===== src/rtl/refseq_pkg.sv =====
package refseq_pkg;

    localparam int DEF_N_CH   = 32;
    localparam int DEF_CODE_W = 12;

    // Four phases of one channel slot, in execution order.
    typedef enum logic [1:0] {
        PH_READ   = 2'd0,
        PH_LOAD   = 2'd1,
        PH_SETTLE = 2'd2,
        PH_STROBE = 2'd3
    } slot_phase_e;

    // What a slot does with its channel.
    typedef enum logic [1:0] {
        SLOT_NORM = 2'd0,
        SLOT_IMM  = 2'd1,
        SLOT_SKIP = 2'd2
    } slot_kind_e;

    // Resolved write mode.
    typedef enum logic [1:0] {
        WM_SEQ   = 2'd0,
        WM_IMM   = 2'd1,
        WM_BURST = 2'd2
    } wr_mode_e;

    // Either source at logic 1 raises a request; immediate outranks burst.
    function automatic wr_mode_e resolve_mode(input logic imm_word, input logic imm_ext,
                                              input logic burst_word, input logic burst_ext);
        if (imm_word || imm_ext)
            return WM_IMM;
        else if (burst_word || burst_ext)
            return WM_BURST;
        else
            return WM_SEQ;
    endfunction

    function automatic slot_phase_e next_phase(input slot_phase_e ph);
        return slot_phase_e'(ph + 2'd1);
    endfunction

endpackage


===== src/rtl/refseq_codemem.sv =====
module refseq_codemem #(
    parameter int N_CH   = refseq_pkg::DEF_N_CH,
    parameter int CODE_W = refseq_pkg::DEF_CODE_W,
    localparam int ADDR_W = $clog2(N_CH)
) (
    input  logic              clk,
    input  logic              rst,
    input  logic              we,
    input  logic [ADDR_W-1:0] waddr,
    input  logic [CODE_W-1:0] wdata,
    input  logic              re,
    input  logic [ADDR_W-1:0] raddr,
    output logic [CODE_W-1:0] rdata
);

    logic [CODE_W-1:0] store [N_CH];

    always_ff @(posedge clk) begin
        if (rst) begin
            for (int i = 0; i < N_CH; i++)
                store[i] <= '0;
        end else if (we) begin
            store[waddr] <= wdata;
        end
    end

    always_ff @(posedge clk) begin
        if (rst)
            rdata <= '0;
        else if (re)
            rdata <= store[raddr];
    end

    // Host writes and scan reads never share a cycle (R9 relies on it).
    assert_no_rw_clash_R9: assert property (@(posedge clk) disable iff (rst)
        !(we && re));

endmodule


===== src/rtl/refseq_hostcap.sv =====
module refseq_hostcap #(
    parameter int N_CH   = refseq_pkg::DEF_N_CH,
    parameter int CODE_W = refseq_pkg::DEF_CODE_W,
    localparam int ADDR_W = $clog2(N_CH)
) (
    input  logic              clk,
    input  logic              rst,
    input  logic              cs_n,
    input  logic              wr_stb,
    input  logic [ADDR_W-1:0] wr_addr,
    input  logic [CODE_W-1:0] wr_code,
    input  logic              wr_imm_bit,
    input  logic              wr_burst_bit,
    input  logic              imm_pin,
    input  logic              burst_pin,
    input  logic              take,
    output logic              mem_we,
    output logic [ADDR_W-1:0] mem_waddr,
    output logic [CODE_W-1:0] mem_wdata,
    output logic              pend_imm,
    output logic              pend_skip,
    output logic [ADDR_W-1:0] pend_addr
);
    import refseq_pkg::*;

    wr_mode_e wmode;
    logic     accept;

    assign accept    = wr_stb && !cs_n;
    assign wmode     = resolve_mode(wr_imm_bit, imm_pin, wr_burst_bit, burst_pin);
    assign mem_we    = accept;
    assign mem_waddr = wr_addr;
    assign mem_wdata = wr_code;

    // Each accepted strobe overwrites the pending request: last one wins.
    always_ff @(posedge clk) begin
        if (rst) begin
            pend_imm  <= 1'b0;
            pend_skip <= 1'b0;
            pend_addr <= '0;
        end else if (accept) begin
            pend_imm  <= (wmode == WM_IMM);
            pend_skip <= (wmode == WM_BURST);
            pend_addr <= wr_addr;
        end else if (take) begin
            pend_imm  <= 1'b0;
            pend_skip <= 1'b0;
        end
    end

    assert_imm_dominates_R4: assert property (@(posedge clk) disable iff (rst)
        (accept && (imm_pin || wr_imm_bit)) |=> (pend_imm && !pend_skip));

    assert_last_wins_R7: assert property (@(posedge clk) disable iff (rst)
        accept |=> (pend_addr == $past(wr_addr)));

    assert_pend_quiet_R3: assert property (@(posedge clk) disable iff (rst)
        (cs_n && !take) |=> ($stable(pend_imm) && $stable(pend_skip)));

endmodule


===== src/rtl/refseq_slotctl.sv =====
module refseq_slotctl #(
    parameter int N_CH = refseq_pkg::DEF_N_CH,
    localparam int ADDR_W = $clog2(N_CH)
) (
    input  logic                    clk,
    input  logic                    rst,
    input  logic                    run,
    input  logic                    pend_imm,
    input  logic                    pend_skip,
    input  logic [ADDR_W-1:0]       pend_addr,
    output logic                    take,
    output logic                    rd_en,
    output logic [ADDR_W-1:0]       rd_addr,
    output refseq_pkg::slot_phase_e phase,
    output refseq_pkg::slot_kind_e  cur_kind,
    output logic [ADDR_W-1:0]       cur_addr
);
    import refseq_pkg::*;

    logic [ADDR_W-1:0] ptr;
    logic [ADDR_W-1:0] ptr_inc;
    slot_kind_e        sel_kind;
    logic [ADDR_W-1:0] sel_addr;
    logic              slot_start;

    assign ptr_inc    = (ptr == ADDR_W'(N_CH - 1)) ? '0 : ptr + 1'b1;
    assign slot_start = run && (phase == PH_READ);

    // Choose the next slot: a pending immediate write goes first, then a
    // burst skip, otherwise the scan pointer.
    always_comb begin
        if (pend_imm) begin
            sel_kind = SLOT_IMM;
            sel_addr = pend_addr;
        end else if (pend_skip) begin
            sel_kind = SLOT_SKIP;
            sel_addr = ptr;
        end else begin
            sel_kind = SLOT_NORM;
            sel_addr = ptr;
        end
    end

    assign take    = slot_start;
    assign rd_en   = slot_start && (sel_kind != SLOT_SKIP);
    assign rd_addr = sel_addr;

    always_ff @(posedge clk) begin
        if (rst) begin
            phase    <= PH_READ;
            ptr      <= '0;
            cur_kind <= SLOT_NORM;
            cur_addr <= '0;
        end else if (run) begin
            phase <= next_phase(phase);
            if (phase == PH_READ) begin
                cur_kind <= sel_kind;
                cur_addr <= sel_addr;
                if (sel_kind == SLOT_NORM)
                    ptr <= ptr_inc;
            end
        end
    end

    assert_freeze_R3: assert property (@(posedge clk) disable iff (rst)
        !run |=> ($stable(phase) && $stable(ptr)));

    assert_scan_order_R2: assert property (@(posedge clk) disable iff (rst)
        (slot_start && !pend_imm && !pend_skip) |=> (cur_addr == $past(ptr) && cur_kind == SLOT_NORM));

    assert_imm_resume_R6: assert property (@(posedge clk) disable iff (rst)
        (slot_start && pend_imm) |=> (cur_addr == $past(pend_addr) && $stable(ptr)));

    assert_skip_holds_ptr_R8: assert property (@(posedge clk) disable iff (rst)
        (slot_start && !pend_imm && pend_skip) |=> (cur_kind == SLOT_SKIP && $stable(ptr)));

endmodule


===== src/rtl/refseq_dacout.sv =====
module refseq_dacout #(
    parameter int N_CH   = refseq_pkg::DEF_N_CH,
    parameter int CODE_W = refseq_pkg::DEF_CODE_W,
    localparam int ADDR_W = $clog2(N_CH)
) (
    input  logic                    clk,
    input  logic                    rst,
    input  logic                    run,
    input  refseq_pkg::slot_phase_e phase,
    input  refseq_pkg::slot_kind_e  cur_kind,
    input  logic [ADDR_W-1:0]       cur_addr,
    input  logic [CODE_W-1:0]       rdata,
    output logic [CODE_W-1:0]       dac_code,
    output logic [ADDR_W-1:0]       chan_sel,
    output logic                    hold_stb
);
    import refseq_pkg::*;

    logic serving;
    logic load_now;

    assign serving  = (cur_kind != SLOT_SKIP);
    assign load_now = run && serving && (phase == PH_LOAD);

    always_ff @(posedge clk) begin
        if (rst) begin
            dac_code <= '0;
            chan_sel <= '0;
        end else if (load_now) begin
            dac_code <= rdata;
            chan_sel <= cur_addr;
        end
    end

    assign hold_stb = run && serving && (phase == PH_STROBE);

    assert_strobe_single_R2: assert property (@(posedge clk) disable iff (rst)
        hold_stb |=> !hold_stb);

    assert_strobe_needs_run_R3: assert property (@(posedge clk) disable iff (rst)
        hold_stb |-> run);

    assert_dac_steady_R9: assert property (@(posedge clk) disable iff (rst)
        hold_stb |-> ($stable(dac_code) && $stable(chan_sel)));

endmodule


===== src/rtl/chan_refresh_seq.sv =====
module chan_refresh_seq #(
    parameter int N_CH   = refseq_pkg::DEF_N_CH,
    parameter int CODE_W = refseq_pkg::DEF_CODE_W,
    localparam int ADDR_W = $clog2(N_CH)
) (
    input  logic              clk,
    input  logic              rst,
    input  logic              cs_n,
    input  logic              wr_stb,
    input  logic [ADDR_W-1:0] wr_addr,
    input  logic [CODE_W-1:0] wr_code,
    input  logic              wr_imm_bit,
    input  logic              wr_burst_bit,
    input  logic              imm_pin,
    input  logic              burst_pin,
    output logic [CODE_W-1:0] dac_code,
    output logic [ADDR_W-1:0] chan_sel,
    output logic              hold_stb
);
    import refseq_pkg::*;

    logic              run;
    logic              mem_we;
    logic [ADDR_W-1:0] mem_waddr;
    logic [CODE_W-1:0] mem_wdata;
    logic              pend_imm;
    logic              pend_skip;
    logic [ADDR_W-1:0] pend_addr;
    logic              take;
    logic              rd_en;
    logic [ADDR_W-1:0] rd_addr;
    logic [CODE_W-1:0] rdata;
    slot_phase_e       phase;
    slot_kind_e        cur_kind;
    logic [ADDR_W-1:0] cur_addr;

    assign run = cs_n;

    refseq_hostcap #(.N_CH(N_CH), .CODE_W(CODE_W)) u_hostcap (
        .clk          (clk),
        .rst          (rst),
        .cs_n         (cs_n),
        .wr_stb       (wr_stb),
        .wr_addr      (wr_addr),
        .wr_code      (wr_code),
        .wr_imm_bit   (wr_imm_bit),
        .wr_burst_bit (wr_burst_bit),
        .imm_pin      (imm_pin),
        .burst_pin    (burst_pin),
        .take         (take),
        .mem_we       (mem_we),
        .mem_waddr    (mem_waddr),
        .mem_wdata    (mem_wdata),
        .pend_imm     (pend_imm),
        .pend_skip    (pend_skip),
        .pend_addr    (pend_addr)
    );

    refseq_codemem #(.N_CH(N_CH), .CODE_W(CODE_W)) u_codemem (
        .clk   (clk),
        .rst   (rst),
        .we    (mem_we),
        .waddr (mem_waddr),
        .wdata (mem_wdata),
        .re    (rd_en),
        .raddr (rd_addr),
        .rdata (rdata)
    );

    refseq_slotctl #(.N_CH(N_CH)) u_slotctl (
        .clk       (clk),
        .rst       (rst),
        .run       (run),
        .pend_imm  (pend_imm),
        .pend_skip (pend_skip),
        .pend_addr (pend_addr),
        .take      (take),
        .rd_en     (rd_en),
        .rd_addr   (rd_addr),
        .phase     (phase),
        .cur_kind  (cur_kind),
        .cur_addr  (cur_addr)
    );

    refseq_dacout #(.N_CH(N_CH), .CODE_W(CODE_W)) u_dacout (
        .clk      (clk),
        .rst      (rst),
        .run      (run),
        .phase    (phase),
        .cur_kind (cur_kind),
        .cur_addr (cur_addr),
        .rdata    (rdata),
        .dac_code (dac_code),
        .chan_sel (chan_sel),
        .hold_stb (hold_stb)
    );

endmodule


===== config.mk =====
export PLATFORM = sky130hd
export DESIGN_NAME = chan_refresh_seq
export DESIGN_NICKNAME = d
export VERILOG_FILES = /design/src/rtl/refseq_pkg.sv /design/src/rtl/refseq_codemem.sv /design/src/rtl/refseq_hostcap.sv /design/src/rtl/refseq_slotctl.sv /design/src/rtl/refseq_dacout.sv /design/src/rtl/chan_refresh_seq.sv
export SDC_FILE = /design/constraint.sdc
export NUM_CORES = 1
export LEC_CHECK = 0
export BUFFER_PORTS_ARGS = -buffer_cell sky130_fd_sc_hd__buf_2
export CORE_MARGIN = 4
export CORE_UTILIZATION = 45
export CTS_CLUSTER_SIZE = 20
export DETAILED_ROUTE_END_ITERATION = 10
export PLACE_DENSITY = 0.72
export SETUP_SLACK_MARGIN = 0.4
export SYNTH_ARGS = -nofsm -noshare
export SYNTH_HDL_FRONTEND = slang
export SYNTH_SLANG_ARGS = --single-unit

===== constraint.sdc =====
create_clock -name clk -period 2.7 [get_ports clk]
set_input_delay 0.135 -clock clk [delete_from_list [all_inputs] [get_ports clk]]
set_output_delay 0.135 -clock clk [all_outputs]
set_load 0.01 [all_outputs]

==> metrics.md, run 1 <==
| Metric | Value |
|---|---|
| Number of port buffers | 42 |
| Clock tree buffer depth | 3 |
| Total internal power | 12.60 mW |
| Total setup violations reported at the end of the flow | 0 |
| Io pins | 43 |
| CTS buffer count | 46 |
| Worst slew margin | 37.19% |
| Setup slack on the worst flop-to-flop path | 0.40 ns |
| Crit path time final | 2.298 ns |
| Worst hold slack | 0.1030 ns |
| Core area | 50,070 sq um |
| CTS root buffer | clkbuf_16 |
| Switching portion of total power | 25.43% |
| Type of the setup path with the least slack | reg -> reg |
| Largest fanout on the critical path | 7 |
| Part of the cycle the worst path needs | 85.11% |
| Top flip-flop cell by instance count after synthesis | edfxtp_1 |
| Area leader, netlist | edfxtp_1 |
| Final setup skew | 0.01418 ns |
| Half-perimeter wire length of the detailed placement result | 44,040 um |
| Area of the mapped netlist | 22,780 sq um |
| Die footprint | 54,280 sq um |
| Count of final max-slew check failures | 0 |
| Overall power after layout | 16.89 mW |
| Area of combinational cells with multiple inputs | 9653 sq um |
| Synth-to-layout area growth | 16.00% |
| Nets in the synthesized netlist | 2,196 |
| Total congestion overflow after global routing | 0 |
| Unique cell type count in the Yosys netlist | 44 |
| Vias in the first global route | 17,118 |
| Register cell area after layout | 12,550 sq um |
| CTS clk-pin slew, worst paths | 0.07 ns |
| Power density of the placed cells | 639.3 nW/um^2 |
| Number of storage elements in the synthesis netlist | 434 |
| Overall routed net length | 71,590 um |
| Status | completed |
| Element type at the critical path start | flop |
| Number of antenna violations at the first check in global routing | 2 |
| Via count normalized by instance count | 6.030 |
| Number of design-rule violations left by the first detailed-router iteration | 2,198 |
| VDD IR-drop max | 0.0004912 V |
| Count of antenna-violating nets left after detailed routing | 0 |
| Effective utilization at floorplan | 45.49% |
| Launch point of the worst hold path | rst |
| RSZ-0062 raised after global routing | true |
| DR WL/cell | 24.44 um |
| Min-Delay Endpoint | u_dacout.dac_code[0] |
| Worst reg2reg path startpoint | u_hostcap.pend_imm |
| Proportion of power drawn by flip-flops and latches | 46.5% |
| Detailed-routing iteration count for the pre-antenna-repair pass | 6 |
| Filler cell count in the final layout | 4,344 |
| Min-Delay Path Depth | 3 |
| Ratio of cells with drive above 1 in the final layout | 14.54% |
| Number of remaining DRC errors | 0 |
| Cells on worst reg2reg path | 8 |
| Sequential cell area fraction in the yosys report | 55.02% |
| Number of rows created at floorplan | 82 |
| Pin count of the biggest net entering global routing | 60 |
| Synth area leaders | edfxtp_1 (51%), nand2b_1 (11%), and2_1 (11%) |
| Die Wd | 233.0 um |
| Transition at the pin with the smallest max-transition slack | 0.9422 ns |
| Number of endpoints with negative hold slack in the final report | 0 |
| Share of flip-flops with an asynchronous set or reset | 0% |
| H-Tree Level Count | 2 |
| Share of Yosys cell area claimed by the top area cell type | 50.62% |
| CTS sink count | 434 |
| Power dissipated by switching net loads | 4.296 mW |
| Floorplan die height | 233.0 um |
| Gate Count Post-Synth | 2,166 |
| Logic pwr share | 13.5% |
| Count of flip-flops with a built-in enable after synthesis | 384 |
| Nets@finish | 2,248 |
| Hold/Removal Path Class | in -> reg |
| Crit. End Element | flop |
| Number of max-cap violations | 0 |
| Clock network fraction of design power | 40.0% |
| Highest clock frequency the design can meet | 435.1 MHz |
| Data arrival time at the worst-slack endpoint | 2.82 ns |
| GP Congestion | 0.9344 |
| Combined global-route utilization of all metal layers | 25.22% |
| Required time reported for the critical path endpoint | 3.22 ns |
| Leak Pwr | 9.793 nW |
| Total number of vias | 17,661 |
| Global-route wire length before repair | 103,800 um |
| Top-count cell post-synth | nand2b_1 |
| Ranking of synthesized cells by instance count | nand2b_1 (389), and2_1 (385), edfxtp_1 (384) |
| Synth Warn # | 0 |
| Average footprint of a synthesized cell | 10.52 sq um |
| Clk Latency, worst-skew pair | 0.58 ns |
| Critical register-to-register path endpoint | u_codemem.rdata[6] |
| Setup TNS Final | 0 ns |
| TritonCTS clock tree | done |
==> through the flow <==
step                      utilization (%)  instance area, sq um  setup slack [ns]  instances
after floorplan                         -                 22780            0.8689       2166
after global placement              48.29                 24180           -0.1061       2808
after detailed placement            48.29                 24180           -0.1405       2808
after CTS                           52.15                 26110            0.3683       2912
after global routing                52.77                 26420            0.3744       2928
final                               52.77                 26420            0.4019       2929
==> power by group through the flow <==
stage / Clock [mW] / Combinational, mW / Sequential [mW]
2_1_floorplan: 0 / 1.44 / 7.89
3_3_place_gp: 0 / 2.03 / 7.99
3_5_place_dp: 0 / 2.08 / 8.00
4_1_cts: 6.79 / 2.16 / 7.86
5_1_grt: 7.08 / 2.43 / 7.88
6_report: 6.76 / 2.28 / 7.86
==> cells by family (layout without fill, tap and decap cells) <==
| logic type | count (synthesis) | count (layout) | share of synthesized area [%] |
|---|---|---|---|
| and+or+nand+nor | 1093 | 1093 | 27.93 |
| DFF | 434 | 434 | 55.02 |
| AOI/OAI and AO/OA | 412 | 412 | 12.08 |
| buffers and inverters | 200 | 290 | 3.708 |
| muxes | 21 | 21 | 0.9448 |
| adders and majority gates | 5 | 5 | 0.2746 |
| xor gates and xnor gates | 1 | 1 | 0.03846 |
| other | 0 | 1 | 0 |
==> registers in the layout, indices dropped and copies added, names as in the netlist <==
name / count
u_codemem.store: 384
u_codemem.rdata: 12
u_dacout.dac_code: 12
u_dacout.chan_sel: 5
u_hostcap.pend_addr: 5
u_slotctl.cur_addr: 5
u_slotctl.ptr: 5
u_slotctl.cur_kind: 2
u_slotctl.phase: 2
u_hostcap.pend_imm: 1
u_hostcap.pend_skip: 1
==> final cells by class <==
type | instances | area share (%)
inverter | 4 | 0.05683
antenna | 1 | 0.009471
timing repair buffer | 200 | 6.682
clock buffer | 68 | 5.157
sequential | 434 | 47.49
tap | 672 | 3.182
clock inverter | 18 | 0.8855
multi-input combinational | 1532 | 36.53
==> repair_timing <==
item,in CTS,in global routing
setup endpoints to repair,12,12
hold buffers,10,0
cloned,0,3
setup buffers,8,13
gates resized for setup,24,18
hold endpoints to repair,9,0
pin swaps,8,7
==> cell usage in the layout, fill, tap and decap left out, drive strengths merged, types with 12 or more instances in the layout <==
cell type,instances
a21oi,111
a22oi,193
and2,386
buf,187
clkbuf,71
clkinv,12
dfxtp,50
edfxtp,384
mux2i,20
nand2,31
nand2b,389
nand3,18
nor2,117
nor3,81
nor4,24
o22ai,72
o41ai,24
or2,32
==> worst max-delay path, stage by stage, from the launching register on <==
cell and delay [ns]:
dfxtp_4 0.38, nor2b_4 0.15, buf_4 0.16, buf_4 0.16
a22oi_1 0.35, a21oi_1 0.12, nor3_1 0.60, o41ai_4 0.20
nand3_1 0.11
==> how the worst max path moves through the flow <==
stage                                       from                 end  depth (start not counted)
final                         u_hostcap.pend_imm  u_codemem.rdata[6]                          8
after global routing          u_hostcap.pend_imm  u_codemem.rdata[4]                          8
after CTS                 u_hostcap.pend_addr[0]  u_codemem.rdata[3]                          7
after detailed placement      u_hostcap.pend_imm  u_codemem.rdata[2]                          8
after global placement        u_hostcap.pend_imm  u_codemem.rdata[2]                          8
after floorplan                 u_slotctl.ptr[0]  u_codemem.rdata[0]                          9
==> per-layer routing <==
layer / global-route usage, % / part of all wire [%] / vias to the layer above
met5: 0 / 0.038 / -
li1: - / - / 7805
met3: 4.530 / 9.6 / 214
met4: 12.38 / 5.7 / 4
met1: 32.76 / 39 / 8657
met2: 40.81 / 46 / 981
Note: power is estimated with default switching activity, not from simulation.
==> inputs of run 2 (changes only) <==
--- a/config.mk
+++ b/config.mk
@@ -7,11 +7,12 @@
 export LEC_CHECK = 0
 export BUFFER_PORTS_ARGS = -buffer_cell sky130_fd_sc_hd__buf_2
 export CORE_MARGIN = 4
-export CORE_UTILIZATION = 45
+export CORE_UTILIZATION = 40
 export CTS_CLUSTER_SIZE = 20
 export DETAILED_ROUTE_END_ITERATION = 10
-export PLACE_DENSITY = 0.72
+export PLACE_DENSITY = 0.67
 export SETUP_SLACK_MARGIN = 0.4
 export SYNTH_ARGS = -nofsm -noshare
 export SYNTH_HDL_FRONTEND = slang
 export SYNTH_SLANG_ARGS = --single-unit
+export TNS_END_PERCENT = 10
==> run 2 against run 1 <==
Core utilization decreased by 4.7 points. Combinational power is 11% higher. Routed wire length up 3.2%. Critical path depth is 1 higher. Critical endpoint is now u_codemem.rdata[7].
==> metrics.md, run 2 (synthesis results as in run 1) <==
| Metric | Value |
|---|---|
| M2 GR Usage | 37.20% |
| Part of the cycle the worst path needs | 87.18% |
| VDD IR-drop max | 0.0004490 V |
| Total internal power | 12.47 mW |
| Detailed-routing iteration count for the pre-antenna-repair pass | 5 |
| Cells along the critical path | buf_6 -> nor2_4 -> buf_12 -> buf_4 -> a22oi_1 -> o22ai_1 -> nor3_2 -> o41ai_4 -> nand3_1 |
| Core occupancy in the finished layout | 48.06% |
| Type of the setup path with the least slack | reg -> reg |
| Proportion of power drawn by flip-flops and latches | 46.3% |
| Number of design-rule violations left by the first detailed-router iteration | 2,261 |
| Vias in the first global route | 16,808 |
| Via count normalized by instance count | 5.859 |
| Setup TNS Final | 0 ns |
| Clock network fraction of design power | 38.8% |
| Effective utilization at floorplan | 40.40% |
| Count of final max-slew check failures | 0 |
| Half-perimeter wire length of the detailed placement result | 44,390 um |
| Required time reported for the critical path endpoint | 3.15 ns |
| Largest register by flop count | u_codemem.store |
| Number of endpoints with negative hold slack in the final report | 0 |
| Nets@finish | 2,278 |
| Combined global-route utilization of all metal layers | 22.81% |
| Largest register FFs | 384 |
| Total congestion overflow after global routing | 0 |
| Met3 capacity usage during global routing | 3.483% |
| DR WL/cell | 24.27 um |
| Synth-to-layout area growth | 18.97% |
| CTS sink count | 434 |
| Switching portion of total power | 26.42% |
| Transition at the pin with the smallest max-transition slack | 0.9240 ns |
| Total setup violations reported at the end of the flow | 0 |
| Pin count of the biggest net entering global routing | 71 |
| CTS clk-pin slew, worst paths | 0.06 ns |
| Worst slew margin | 38.40% |
| Core area | 56,390 sq um |
| Global-route wire length before repair | 105,600 um |
| Routing usage on met1 | 31.20% |
| Kind of cell with the highest combined delay on the critical path | compound AO/OA/AOI/OAI gates |
| Power density of the placed cells | 625.2 nW/um^2 |
| Floorplan die height | 246.6 um |
| Launching element of the worst setup path | u_hostcap.pend_imm |
| TritonCTS clock tree | done |
| Most frequent cells in the layout | nand2b_1 (389), and2_1 (384), edfxtp_1 (384) |
| Number of rows created at floorplan | 87 |
| Die footprint | 60,830 sq um |
| Clk Latency, worst-skew pair | 0.60 ns |
| Data arrival time at the worst-slack endpoint | 2.80 ns |
| Setup slack on the worst flop-to-flop path | 0.35 ns |
| GP Congestion | 0.8740 |
| CTS root buffer | clkbuf_16 |
| CTS buffer count | 48 |
| Filler cell count in the final layout | 5,086 |
| Ratio of cells with drive above 1 in the final layout | 16.81% |
| Min-Delay Endpoint | u_hostcap.pend_addr[2] |
| Element type at the critical path start | flop |
| Clock tree buffer depth | 3 |
| Leak Pwr | 10.03 nW |
| Overall routed net length | 73,860 um |
| Worst reg2reg path startpoint | u_hostcap.pend_imm |
| Worst path slowest cell | o41ai_4 |
| Highest clock frequency the design can meet | 424.8 MHz |
| Power dissipated by switching net loads | 4.476 mW |
| Launch point of the worst hold path | wr_stb |
| Status | completed |
| Number of remaining DRC errors | 0 |
| Number of max-cap violations | 0 |
| Critical register-to-register path endpoint | u_codemem.rdata[7] |
| Die Wd | 246.6 um |
| Cells on worst reg2reg path | 9 |
| Crit path time final | 2.354 ns |
| Logic pwr share | 14.9% |
| Min-Delay Path Depth | 5 |
| Hold/Removal Path Class | in -> reg |
| Gr busiest metal | met2 |
| Delay contributed by the slowest stage of the critical path | 0.48 ns |
| Largest fanout on the critical path | 11 |
| Biggest registers after layout | u_codemem.store: 384 flops, u_codemem.rdata: 12 flops, u_dacout.dac_code: 12 flops |
| Count of antenna-violating nets left after detailed routing | 0 |
| Number of port buffers | 42 |
| Final setup skew | 0.02675 ns |
| Total buffers and inverters traversed by the critical path | 3 |
| H-Tree Level Count | 2 |
| Crit. End Element | flop |
| Total number of vias | 17,828 |
| Leading cell type in the layout, fill and taps excluded | nand2b_1 |
| Io pins | 43 |
| RSZ-0062 raised after global routing | true |
| Number of antenna violations at the first check in global routing | 1 |
-- run 2: cell count changes in the layout (fill, tap and decap cells not counted), moves of 4 or more --
| cell | change |
|---|---|
| clkbuf_16 | +4 |
| nor3_2 | +12 |
| clkbuf_1 | -4 |
| a21oi_1 | -4 |
| buf_6 | +7 |
| clkbuf_8 | +4 |
| buf_12 | +8 |
| nor3_1 | -11 |
| a22oi_1 | -6 |
| o41ai_4 | +5 |
| buf_4 | +9 |
| a22oi_2 | +6 |
-- run 2: area by class of cell --
| class | count | area, sq um | area share (%) |
|---|---|---|---|
| antenna | 2 | 5.005 | 0.01847 |
| multi-input combinational | 1532 | 9853 | 36.36 |
| timing repair buffer | 228 | 2182 | 8.052 |
| sequential | 434 | 12540 | 46.29 |
| tap | 756 | 945.9 | 3.490 |
| inverter | 4 | 15.01 | 0.05540 |
| clock inverter | 21 | 185.2 | 0.6833 |
| clock buffer | 66 | 1370 | 5.056 |
-- run 2: worst max path at each step --
stage / end / cells after the start
floorplan: u_codemem.rdata[0] / 9
global placement: u_codemem.rdata[3] / 7
detailed placement: u_codemem.rdata[7] / 10
CTS: u_codemem.rdata[5] / 10
global route: u_codemem.rdata[3] / 9
finish: u_codemem.rdata[7] / 9
-- run 2: power groups by stage --
| stage | combinational (mW) | sequential (mW) | clock [mW] |
|---|---|---|---|
| 6_report | 2.52 | 7.85 | 6.57 |
| 5_1_grt | 2.69 | 7.88 | 6.90 |
| 4_1_cts | 2.27 | 7.85 | 6.61 |
| 3_5_place_dp | 2.17 | 7.99 | 0 |
| 2_1_floorplan | 1.44 | 7.89 | 0 |
| 3_3_place_gp | 2.13 | 7.97 | 0 |
-- run 2: metrics by stage --
stage	hold WS, ns	total power [mW]	worst slack (ns)	area [sq um]	std cells
after floorplan	0.2710	9.331	0.8689	22780	2166
after CTS	0.04263	16.73	0.3197	26440	3010
after global placement	0.4159	10.10	-0.02944	24470	2907
final	0.08547	16.94	0.3461	27100	3043
after detailed placement	0.4299	10.17	0.001659	24470	2907
after global routing	0.09533	17.46	0.3321	27090	3041
-- run 2: per-layer routing --
metal,up-vias,routed length [um]
li1,7871,-
met1,8900,30000
met2,885,34590
met3,172,6563
met4,0,2717
met5,-,0
-- run 2: repair_timing --
action | CTS | global route
cloned | 1 | 8
pin swaps | 2 | 17
hold endpoints to repair | 9 | 0
endpoints found under the setup margin | 12 | 12
buffers inserted | 5 | 23
gates resized for setup | 34 | 46
hold buffers | 10 | 0
-- run 2: tightest hold or removal path: cells and delay by family --
family / cells / cell delay [ns]
buf+inv: 2 / 0.29
compound gates: 1 / 0.05
simple gates: 2 / 0.15
==> inputs of run 3 (changes only) <==
--- a/config.mk
+++ b/config.mk
@@ -10,7 +10,8 @@
 export CORE_UTILIZATION = 40
 export CTS_CLUSTER_SIZE = 20
 export DETAILED_ROUTE_END_ITERATION = 10
-export PLACE_DENSITY = 0.67
+export HOLD_SLACK_MARGIN = 0.15
+export PLACE_DENSITY = 0.56
 export SETUP_SLACK_MARGIN = 0.4
 export SYNTH_ARGS = -nofsm -noshare
 export SYNTH_HDL_FRONTEND = slang
==> run 3 against run 2 <==
Routed wire length up 5.3%. Flip-flop and latch count did not move. Die area is the same. Clock power hardly changed. Clock skew is 0.012 ns lower. Worst hold slack improved by 0.25 ns. Sequential share of layout area rose by 0.52 points. Critical path depth is 1 lower. Non-clock buffer count shrank 7. Power is 0.93% lower. Largest cell class unchanged. Largest power group unchanged.
==> metrics.md, run 3 (synthesis results as in run 1) <==
| Metric | Value |
|---|---|
| Highest clock frequency the design can meet | 421.3 MHz |
| Detailed-routing iteration count for the pre-antenna-repair pass | 8 |
| Worst slew margin | 36.49% |
| Gr busiest metal | met2 |
| Half-perimeter wire length of the detailed placement result | 45,840 um |
| Final standard cell count with taps included and fillers excluded | 3,040 |
| Io pins | 43 |
| Leading cell type in the layout, fill and taps excluded | nand2b_1 |
| CTS buffer count | 49 |
| CTS sink count | 434 |
| DR WL/cell | 25.58 um |
| Clock tree buffer depth | 3 |
| Number of remaining DRC errors | 0 |
| Power density of the placed cells | 626.2 nW/um^2 |
| Total number of vias | 17,524 |
| Transition at the pin with the smallest max-transition slack | 0.9527 ns |
| Part of the cycle the worst path needs | 87.91% |
| Nets@finish | 2,273 |
| Routing usage on met1 | 33.07% |
| Number of rows created at floorplan | 87 |
| CTS clk-pin slew, worst paths | 0.06 ns |
| Overall routed net length | 77,750 um |
| Ratio of cells with drive above 1 in the final layout | 14.12% |
| Number of port buffers | 42 |
| Count of antenna-violating nets left after detailed routing | 0 |
| Placed insts | 2,900 |
| Filler cell count in the final layout | 5,199 |
| Crit. End Element | flop |
| Crit path time final | 2.373 ns |
| H-Tree Level Count | 2 |
| Required time reported for the critical path endpoint | 3.23 ns |
| Clk Latency, worst-skew pair | 0.60 ns |
| GP Congestion | 0.8961 |
| Cell area after layout | 26,810 sq um |
| Die Wd | 246.6 um |
| Number of design-rule violations left by the first detailed-router iteration | 1,898 |
| Number of antenna violations at the first check in global routing | 6 |
| TritonCTS clock tree | done |
| Largest register FFs | 384 |
| Effective utilization at floorplan | 40.40% |
| VDD IR-drop max | 0.0005702 V |
| Total setup violations reported at the end of the flow | 0 |
| RSZ-0062 raised after global routing | true |
| Type of the setup path with the least slack | reg -> reg |
| Floorplan die height | 246.6 um |
| Met3 capacity usage during global routing | 4.136% |
| Status | completed |
| Pin count of the biggest net entering global routing | 73 |
| Data arrival time at the worst-slack endpoint | 2.90 ns |
| Overall power after layout | 16.78 mW |
| M2 GR Usage | 41.35% |
| Leak Pwr | 9.927 nW |
| Area after DPL | 24,460 sq um |
| Biggest registers after layout | u_codemem.store: 384 flops, u_codemem.rdata: 12 flops, u_dacout.dac_code: 12 flops |
| Combined global-route utilization of all metal layers | 24.86% |
| Core area | 56,390 sq um |
| Die footprint | 60,830 sq um |
| Global-route wire length before repair | 112,600 um |
| Vias in the first global route | 17,106 |
| Element type at the critical path start | flop |
| Largest fanout on the critical path | 25 |
| Hold/Removal Path Class | in -> reg |
| Synth-to-layout area growth | 17.68% |
| Number of endpoints with negative hold slack in the final report | 0 |
| Most frequent cells in the layout | nand2b_1 (389), and2_1 (384), edfxtp_1 (384) |
| Final setup skew | 0.01476 ns |
| Count of final max-slew check failures | 0 |
| CTS root buffer | clkbuf_16 |
| Number of max-cap violations | 0 |
| Total congestion overflow after global routing | 0 |
| Largest register by flop count | u_codemem.store |
| Via count normalized by instance count | 5.764 |
run 3: cell count changes in the layout (fill, tap and decap cells not counted), sizes merged, moves of 2 or more:
cell	change
inv	-2
clkinvlp	-2
buf	-17
clkbuf	-3
dlygate4sd3	+14
clkinv	+3
run 3: worst max-delay path, stage by stage (launching register included):
cell      delay, ns
dfxtp_4        0.41
buf_4          0.19
buf_12         0.16
nand2b_1       0.14
a22oi_1        0.37
o22ai_1        0.16
nor3_1         0.54
o41ai_4        0.20
nand3_1        0.12
run 3: per-layer routing:
| metal | vias to the layer above | part of all wire, % |
|---|---|---|
| li1 | 7886 | - |
| met1 | 8778 | 42 |
| met2 | 716 | 48 |
| met3 | 142 | 7.0 |
| met4 | 2 | 3.0 |
| met5 | - | 0.017 |
run 3: worst paths after layout:
check | start | to | slack, ns | depth (start not counted)
worst max register to register | u_slotctl.ptr[0] | u_codemem.rdata[4] | 0.33 | 8
worst min register to register | u_slotctl.cur_kind[1] | u_slotctl.cur_kind[1] | 0.47 | 1
worst max-delay path | u_slotctl.ptr[0] | u_codemem.rdata[4] | 0.33 | 8
worst min-delay path | wr_code[6] | u_codemem.store[15][6] | 0.33 | 2
run 3: repair_timing:
action	CTS	global route
pin swaps	5	6
buffers inserted	8	10
endpoints found under the setup margin	12	15
endpoints found under the hold margin	36	0
hold buffers	24	0
cloned	3	3
resized for setup	24	11
run 3: through the flow:
step	utilization [%]	hold slack [ns]	TNS (ns)	setup WS, ns
floorplan	-	0.2710	0	0.8689
global placement	43.37	0.4273	-0.9583	-0.2578
detailed placement	43.37	0.4348	-1.077	-0.2628
CTS	47.13	0.3139	0	0.3370
global route	47.53	0.3323	0	0.3036
finish	47.54	0.3308	0	0.3266
run 3: area by class of cell:
cell class	instances	area, sq um	share of cell area (%)
Antenna cell	3	7.507	0.02801
Clock buffer	68	1321	4.929
Clock inverter	21	190.2	0.7095
Inverter	4	15.01	0.05601
Multi-Input combinational cell	1533	9652	36.01
Sequential cell	434	12550	46.80
Tap cell	756	945.9	3.529
Timing Repair Buffer	221	2128	7.940
run 3: power by group:
group	leakage [nW]	internal, mW	total (mW)	switching (mW)
clock	0.737	3.77	6.54	2.77
sequential	4.06	7.65	7.85	0.209
combinational	5.13	0.932	2.39	1.45
total	9.93	12.4	16.8	4.43
